$ cat src/rtl/exc_pkg.sv
package exc_pkg;

    localparam int unsigned ADDR_W   = 32;
    localparam int unsigned PSW_W    = 16;
    localparam int unsigned IE_BIT   = 11;
    localparam logic [ADDR_W-1:0] VEC_ADDR = 32'h4000_0008;
    localparam logic [ADDR_W-1:0] RET_OFS  = 32'd4;
    localparam logic [ADDR_W-1:0] PSW_OFS  = 32'd8;

    typedef enum logic [1:0] {
        ST_IDLE     = 2'd0,
        ST_PUSH_PC  = 2'd1,
        ST_PUSH_PSW = 2'd2,
        ST_VECTOR   = 2'd3
    } seq_state_t;

    typedef enum logic [2:0] {
        CAUSE_NONE     = 3'd0,
        CAUSE_UNMAPPED = 3'd1,
        CAUSE_MISALIGN = 3'd2,
        CAUSE_ILLEGAL  = 3'd3,
        CAUSE_BREAK    = 3'd4
    } cause_t;

    typedef struct packed {
        logic unmapped;
        logic misalign;
        logic illegal;
        logic brk;
    } fault_req_t;

    typedef struct packed {
        logic [ADDR_W-1:0] pc;
        logic [ADDR_W-1:0] sp;
        logic [PSW_W-1:0]  psw;
    } entry_ctx_t;

    function automatic cause_t pick_cause(input fault_req_t r);
        cause_t c;
        if (r.unmapped)      c = CAUSE_UNMAPPED;
        else if (r.misalign) c = CAUSE_MISALIGN;
        else if (r.illegal)  c = CAUSE_ILLEGAL;
        else if (r.brk)      c = CAUSE_BREAK;
        else                 c = CAUSE_NONE;
        return c;
    endfunction

    function automatic logic [PSW_W-1:0] mask_ie(input logic [PSW_W-1:0] p);
        logic [PSW_W-1:0] m;
        m = p;
        m[IE_BIT] = 1'b0;
        return m;
    endfunction

endpackage

$ cat src/rtl/exc_cause_pick.sv
module exc_cause_pick
    import exc_pkg::*;
(
    input  fault_req_t req,
    output cause_t     cause,
    output logic       any
);
    always_comb begin
        cause = pick_cause(req);
        any   = req.unmapped | req.misalign | req.illegal | req.brk;
    end


    always_comb begin
        cause_src_chk: assert ((cause != CAUSE_UNMAPPED || req.unmapped) &&
                               (cause != CAUSE_MISALIGN || (req.misalign && !req.unmapped)) &&
                               (cause != CAUSE_BREAK    || (req.brk && !req.illegal)));
    end
endmodule

$ cat src/rtl/exc_snapshot.sv
module exc_snapshot
    import exc_pkg::*;
#(
    parameter int unsigned NREG = 16,
    localparam int unsigned SEL_W = (NREG > 1) ? $clog2(NREG) : 1
)(
    input  logic                     clk,
    input  logic                     rst,
    input  logic                     capture,
    input  logic [NREG*ADDR_W-1:0]   regs_in,
    input  logic [SEL_W-1:0]         sel,
    output logic [ADDR_W-1:0]        rd_data
);
    logic [ADDR_W-1:0] bank_q [NREG];

    for (genvar i = 0; i < NREG; i++) begin : g_entry
        always_ff @(posedge clk) begin
            if (rst)          bank_q[i] <= '0;
            else if (capture) bank_q[i] <= regs_in[i*ADDR_W +: ADDR_W];
        end


        snap_hold_chk: assert property (@(posedge clk) disable iff (rst)
            !capture |=> $stable(bank_q[i]));
    end

    always_comb begin
        rd_data = '0;
        for (int k = 0; k < NREG; k++)
            if (SEL_W'(k) == sel) rd_data = bank_q[k];
    end
endmodule

$ cat src/rtl/exc_seq_fsm.sv
module exc_seq_fsm
    import exc_pkg::*;
(
    input  logic               clk,
    input  logic               rst,
    input  logic               fault_any,
    input  cause_t             fault_cause,
    input  entry_ctx_t         ctx_in,
    input  logic               handler_done,
    output logic               accept,
    output logic               mem_wr_valid,
    input  logic               mem_wr_ready,
    output logic [ADDR_W-1:0]  mem_wr_addr,
    output logic [ADDR_W-1:0]  mem_wr_data,
    output logic               mem_wr_word,
    output logic               psw_wr_en,
    output logic [PSW_W-1:0]   psw_wr_val,
    output logic               pc_wr_en,
    output logic [ADDR_W-1:0]  pc_wr_val,
    output logic               sp_wr_en,
    output logic [ADDR_W-1:0]  sp_wr_val,
    output logic               busy,
    output cause_t             cause_code,
    output logic               pending,
    output logic               nested
);
    seq_state_t state_q, state_d;
    entry_ctx_t ctx_q;
    logic [ADDR_W-1:0] sp_low;

    assign accept = (state_q == ST_IDLE) && fault_any;
    assign sp_low = ctx_q.sp - PSW_OFS;

    always_comb begin
        state_d = state_q;
        unique case (state_q)
            ST_IDLE:     if (accept)       state_d = ST_PUSH_PC;
            ST_PUSH_PC:  if (mem_wr_ready) state_d = ST_PUSH_PSW;
            ST_PUSH_PSW: if (mem_wr_ready) state_d = ST_VECTOR;
            ST_VECTOR:                     state_d = ST_IDLE;
            default:                       state_d = ST_IDLE;
        endcase
    end

    always_ff @(posedge clk) begin
        if (rst) begin
            state_q    <= ST_IDLE;
            ctx_q      <= '0;
            cause_code <= CAUSE_NONE;
            pending    <= 1'b0;
            nested     <= 1'b0;
        end else begin
            state_q <= state_d;
            if (accept) begin
                ctx_q      <= ctx_in;
                cause_code <= fault_cause;
                pending    <= 1'b1;
                if (pending && !handler_done) nested <= 1'b1;
                else if (handler_done)        nested <= 1'b0;
            end else if (handler_done) begin
                pending <= 1'b0;
                nested  <= 1'b0;
            end
        end
    end

    always_comb begin
        mem_wr_valid = 1'b0;
        mem_wr_addr  = '0;
        mem_wr_data  = '0;
        mem_wr_word  = 1'b0;
        psw_wr_en    = 1'b0;
        psw_wr_val   = mask_ie(ctx_q.psw);
        pc_wr_en     = 1'b0;
        pc_wr_val    = VEC_ADDR;
        sp_wr_en     = 1'b0;
        sp_wr_val    = sp_low;
        busy         = (state_q != ST_IDLE);
        unique case (state_q)
            ST_PUSH_PC: begin
                mem_wr_valid = 1'b1;
                mem_wr_addr  = ctx_q.sp - RET_OFS;
                mem_wr_data  = ctx_q.pc;
                mem_wr_word  = 1'b1;
            end
            ST_PUSH_PSW: begin
                mem_wr_valid = 1'b1;
                mem_wr_addr  = sp_low;
                mem_wr_data  = {{(ADDR_W-PSW_W){1'b0}}, ctx_q.psw};
                psw_wr_en    = mem_wr_ready;
            end
            ST_VECTOR: begin
                pc_wr_en = 1'b1;
                sp_wr_en = 1'b1;
            end
            default: ;
        endcase
    end


    store_hold_chk: assert property (@(posedge clk) disable iff (rst)
        (mem_wr_valid && !mem_wr_ready) |=> (mem_wr_valid && $stable(mem_wr_addr) &&
                                            $stable(mem_wr_data) && $stable(mem_wr_word)));

    half_after_word_chk: assert property (@(posedge clk) disable iff (rst)
        (mem_wr_valid && !mem_wr_word && $past(mem_wr_word)) |-> $past(mem_wr_valid && mem_wr_ready));

    commit_after_psw_chk: assert property (@(posedge clk) disable iff (rst)
        psw_wr_en |=> (pc_wr_en && sp_wr_en && !mem_wr_valid));

    commit_single_chk: assert property (@(posedge clk) disable iff (rst)
        pc_wr_en |=> !pc_wr_en && !busy);

    busy_rise_chk: assert property (@(posedge clk) disable iff (rst)
        accept |=> busy);

    cause_hold_chk: assert property (@(posedge clk) disable iff (rst)
        busy |=> $stable(cause_code));

    nested_src_chk: assert property (@(posedge clk) disable iff (rst)
        $rose(nested) |-> $past(pending));

    port_excl_chk: assert property (@(posedge clk) disable iff (rst)
        $onehot0({pc_wr_en, mem_wr_valid}));
endmodule

$ cat src/rtl/exc_entry_seq.sv
module exc_entry_seq
    import exc_pkg::*;
#(
    parameter int unsigned NREG = 16,
    localparam int unsigned SEL_W = (NREG > 1) ? $clog2(NREG) : 1
)(
    input  logic                    clk,
    input  logic                    rst,
    input  logic                    flt_unmapped,
    input  logic                    flt_misalign,
    input  logic                    flt_illegal,
    input  logic                    flt_break,
    input  logic [31:0]             core_pc,
    input  logic [31:0]             core_sp,
    input  logic [15:0]             core_psw,
    input  logic [NREG*32-1:0]      core_regs,
    input  logic                    handler_done,
    output logic                    mem_wr_valid,
    input  logic                    mem_wr_ready,
    output logic [31:0]             mem_wr_addr,
    output logic [31:0]             mem_wr_data,
    output logic                    mem_wr_word,
    output logic                    psw_wr_en,
    output logic [15:0]             psw_wr_val,
    output logic                    pc_wr_en,
    output logic [31:0]             pc_wr_val,
    output logic                    sp_wr_en,
    output logic [31:0]             sp_wr_val,
    output logic                    busy,
    output logic [2:0]              cause_code,
    output logic                    exc_pending,
    output logic                    exc_nested,
    input  logic [SEL_W-1:0]        snap_sel,
    output logic [31:0]             snap_data
);
    fault_req_t req;
    cause_t     sel_cause;
    cause_t     cause_q;
    logic       fault_any;
    logic       accept;
    entry_ctx_t ctx;

    assign req = '{unmapped: flt_unmapped, misalign: flt_misalign,
                   illegal: flt_illegal, brk: flt_break};
    assign ctx = '{pc: core_pc, sp: core_sp, psw: core_psw};
    assign cause_code = cause_q;

    exc_cause_pick u_pick (
        .req   (req),
        .cause (sel_cause),
        .any   (fault_any)
    );

    exc_seq_fsm u_fsm (
        .clk          (clk),
        .rst          (rst),
        .fault_any    (fault_any),
        .fault_cause  (sel_cause),
        .ctx_in       (ctx),
        .handler_done (handler_done),
        .accept       (accept),
        .mem_wr_valid (mem_wr_valid),
        .mem_wr_ready (mem_wr_ready),
        .mem_wr_addr  (mem_wr_addr),
        .mem_wr_data  (mem_wr_data),
        .mem_wr_word  (mem_wr_word),
        .psw_wr_en    (psw_wr_en),
        .psw_wr_val   (psw_wr_val),
        .pc_wr_en     (pc_wr_en),
        .pc_wr_val    (pc_wr_val),
        .sp_wr_en     (sp_wr_en),
        .sp_wr_val    (sp_wr_val),
        .busy         (busy),
        .cause_code   (cause_q),
        .pending      (exc_pending),
        .nested       (exc_nested)
    );

    exc_snapshot #(.NREG(NREG)) u_snap (
        .clk     (clk),
        .rst     (rst),
        .capture (accept),
        .regs_in (core_regs),
        .sel     (snap_sel),
        .rd_data (snap_data)
    );
endmodule

$ cat config.mk
export PLATFORM = sky130hd
export DESIGN_NAME = exc_entry_seq
export DESIGN_NICKNAME = d
export VERILOG_FILES = /design/src/rtl/exc_pkg.sv /design/src/rtl/exc_cause_pick.sv /design/src/rtl/exc_snapshot.sv /design/src/rtl/exc_seq_fsm.sv /design/src/rtl/exc_entry_seq.sv
export SDC_FILE = /design/constraint.sdc
export NUM_CORES = 1
export LEC_CHECK = 0
export ABC_AREA = 1
export BUFFER_PORTS_ARGS = -buffer_cell sky130_fd_sc_hd__buf_4
export CELL_PAD_IN_SITES_DETAIL_PLACEMENT = 1
export CELL_PAD_IN_SITES_GLOBAL_PLACEMENT = 2
export CORE_ASPECT_RATIO = 0.7
export CORE_MARGIN = 2
export CORE_UTILIZATION = 29
export CTS_BUF_LIST = sky130_fd_sc_hd__clkbuf_4 sky130_fd_sc_hd__clkbuf_8
export CTS_CLUSTER_DIAMETER = 120
export DETAILED_ROUTE_END_ITERATION = 10
export PLACE_DENSITY_LB_ADDON = 0.1
export SLEW_MARGIN = 20
export SYNTH_ARGS = -nofsm -noshare
export SYNTH_HDL_FRONTEND = slang
export SYNTH_SLANG_ARGS = --single-unit
$ cat constraint.sdc
create_clock -name clk -period 16.73 [get_ports clk]
set_input_delay 0.8365 -clock clk [delete_from_list [all_inputs] [get_ports clk]]
set_output_delay 0.8365 -clock clk [all_outputs]
set_load 0.05 [all_outputs]
==> out/qor.csv <==
metric;value;unit
clkSlewWorstSetupHoldPaths;0.06;ns
crit_type;primary input to output pin;
grtUsageTotal;22.0;%
synth_edf_count;512;
start_kind;primary input;
clk_latency;0.76;ns
ys_warn_count;0;
period_needed;5.01;ns
cts_buffers;106;
reg2reg_from;u_fsm.state_q[0]$_SDFFE_PP0P_;
maxSlewHeadroom;24.7;%
drive_gt1_share;24.0;%
cp_slowest_stage_delay;0.86;ns
cp-end-kind;output pin;
skew;0.0327;ns
synthToLayoutAreaGrowth;30.5;%
wirelength;116;mm
synth_top_area_share;52.7;%
dp_hpwl;85.3;mm
ios;791;
setup_viol;0;
rows;97;
drtPass1Iterations;5;
hold_path_class;primary input to flip-flop;
cts.repair.resized;0;
ys_top_cells_by_area;edfxtp_1 (53%), inv_1 (9.2%), nor2_1 (8.8%), nand2_1 (7.0%), dfxtp_1 (6.0%);
nets;4751;
ctsHoldBuffers;0;
routed_via_density;4.42;
cts_buffer_depth;3;
fmaxAchievable;200;MHz
vdd_drop_max;0.133;mV
status;complete, no violations;
port_buffers;757;
grt_setup_unrepaired;false;
critical_path_arrival;4.18;ns
grt_pass1_wl;168;mm
root_buffer;clkbuf_8;
path_max_fanout;33;
synth_top_cell_by_area;edfxtp_1;
antenna_left;0;
first_global_vias;25300;
synth_most_common_cell;inv_1;
ys_seq_area_share;58.6;%
cts_tree;done;
synth_cell_types;34;
core_area;99900;µm²
syn_area;29200;µm²
die_x;383;µm
routedWlPerCell;20.8;µm
cts_setup_buffers;0;
required;15.89;ns
overflow;0;
async_flop_share;0;%
synth-seq-cells;599;
cp_common_cell;nand2_1;
htree_levels;3;
power_density;156;nW/µm²
timing.critical_path.buf_inv;5;
start_util;29.2;%
dr_total_vias;24700;
initialDrtViolationCount;1322;
final_max_slew_viol_count;0;
antenna_found_initial;35;
globalplace.congestion;0.814;
synth_cells;3429;
fp.dieH;269;µm
hold_viol;0;
stdcell_count;5587;
syn-mean-instance-area;8.51;µm²
clkSinkCount;599;
worst_slew_pin_slew;1.13;ns
hp-start;flt_unmapped;
hold_path_end;u_fsm.cause_code[1]$_SDFFE_PP0P_;
cpMaxStageDelayCell;nor2_4;
place_inst;5366;
crit_chain;buf_4 -> nor2_4 -> inv_2 -> nor2_4 -> inv_2 -> o21ai_0 -> inv_1 -> nand2_1 -> nand3_1 -> nand2_1 -> nand4_1 -> nand2_1 -> nand2_1 -> buf_4;
die-area;103000;µm²
rrSetupSlack;12.51;ns
min_delay_path_depth;2;
rr_endpoint;u_snap.bank_q[1][38]$_SDFFCE_PN0P_;
n_fill_cell;11900;
synth_ff_type;edfxtp_1;
fin_crit_sh;30.0;%
drc_errors;0;
grt_start_max_net_pins;224;
crit_family;simple AND/OR/NAND/NOR gates;
hold_ws;0.289;ns
finalSetupTns;0;ns
power.leakage;18.3;nW
cap_violations;0;
netlist_top_cells_count;inv_1 (713), nor2_1 (686), nand2_1 (548);
reg2reg_depth;9;
==> worst register-to-register path: stages, from the launching register on <==
cell and delay (ns):
dfxtp_1 0.36, inv_1 0.10, ha_1 0.23, nand2_1 0.10, inv_2 0.23, nand2_4 0.76, buf_12 0.43, buf_16 0.56
buf_4 1.03, nor2_1 0.13
==> flip-flops by register name, summed over array words and instances, names as in the netlist <==
| name | flops |
|---|---|
| u_fsm.nested | 1 |
| u_fsm.pending | 1 |
| u_fsm.psw_wr_val | 15 |
| u_fsm.state_q | 2 |
| u_fsm.ctx_q | 65 |
| u_fsm.cause_code | 3 |
| u_snap.bank_q | 512 |
==> stage by stage <==
step	cell area [µm²]	worst slack, ns	power [mW]	utilization [%]
CTS	38000	11.54	6.04	38.1
finish	38100	11.72	5.95	38.2
detailed placement	35900	11.55	4.59	35.9
global placement	35900	11.63	4.58	35.9
global route	38100	11.38	6.30	38.1
floorplan	29300	0.462	4.02	-
==> where the power goes <==
part,leakage [nW],switching [mW],internal (mW)
registers,6.37,0.198,2.35
clock network,1.12,0.673,0.746
logic,10.8,1.49,0.500
total,18.3,2.36,3.59
==> layer usage <==
| layer | track usage, % | up-vias | wire (µm) |
|---|---|---|---|
| li1 | - | 12100 | - |
| met1 | 26.6 | 11900 | 48300 |
| met2 | 37.5 | 531 | 57400 |
| met3 | 6.50 | 177 | 7260 |
| met4 | 7.01 | 30 | 3170 |
| met5 | 0 | - | 203 |
==> cells in the final DEF (no fill, tap or decap), types with 33 or more instances in the layout <==
cell,instances
nor2_1,679
nand3_1,211
edfxtp_1,512
conb_1,33
nor3_1,45
nand2_1,546
clkbuf_8,112
o21ai_0,84
clkbuf_4,36
dfxtp_1,87
buf_4,781
a21oi_1,129
nand4_1,87
inv_1,712
==> worst max-delay path by stage <==
| stage | slack [ns] | depth (start not counted) | startpoint | to |
|---|---|---|---|---|
| detailed placement | 11.55 | 12 | snap_sel[1] | snap_data[19] |
| finish | 11.72 | 14 | snap_sel[1] | snap_data[11] |
| CTS | 11.54 | 14 | snap_sel[1] | snap_data[21] |
| floorplan | 0.46 | 6 | flt_misalign | u_fsm.ctx_q[37]$_SDFFE_PP0P_ |
| global placement | 11.63 | 14 | snap_sel[1] | snap_data[21] |
| global route | 11.38 | 14 | snap_sel[1] | snap_data[11] |
==> cell families after synthesis <==
group,synth area share (%)
buffers and inverters,13.0
XOR/XNOR,0.780
flip-flops,58.6
AO/OA/AOI/OAI,3.80
adder cells (fa/ha/maj),0.343
other,0.0257
AND/OR/NAND/NOR,23.4
==> area by class of cell <==
class / instances / area [µm²] / share of cell area (%)
clock inverter: 50 / 313 / 0.821
inverter: 725 / 2720 / 7.14
clock buffer: 148 / 1810 / 4.75
sequential: 599 / 17100 / 44.9
tap: 1336 / 1670 / 4.39
antenna: 22 / 55.1 / 0.144
multi-input combinational: 1923 / 8490 / 22.3
timing repair buffer: 784 / 5930 / 15.6
No activity file was read; power rests on OpenSTA's default activity.
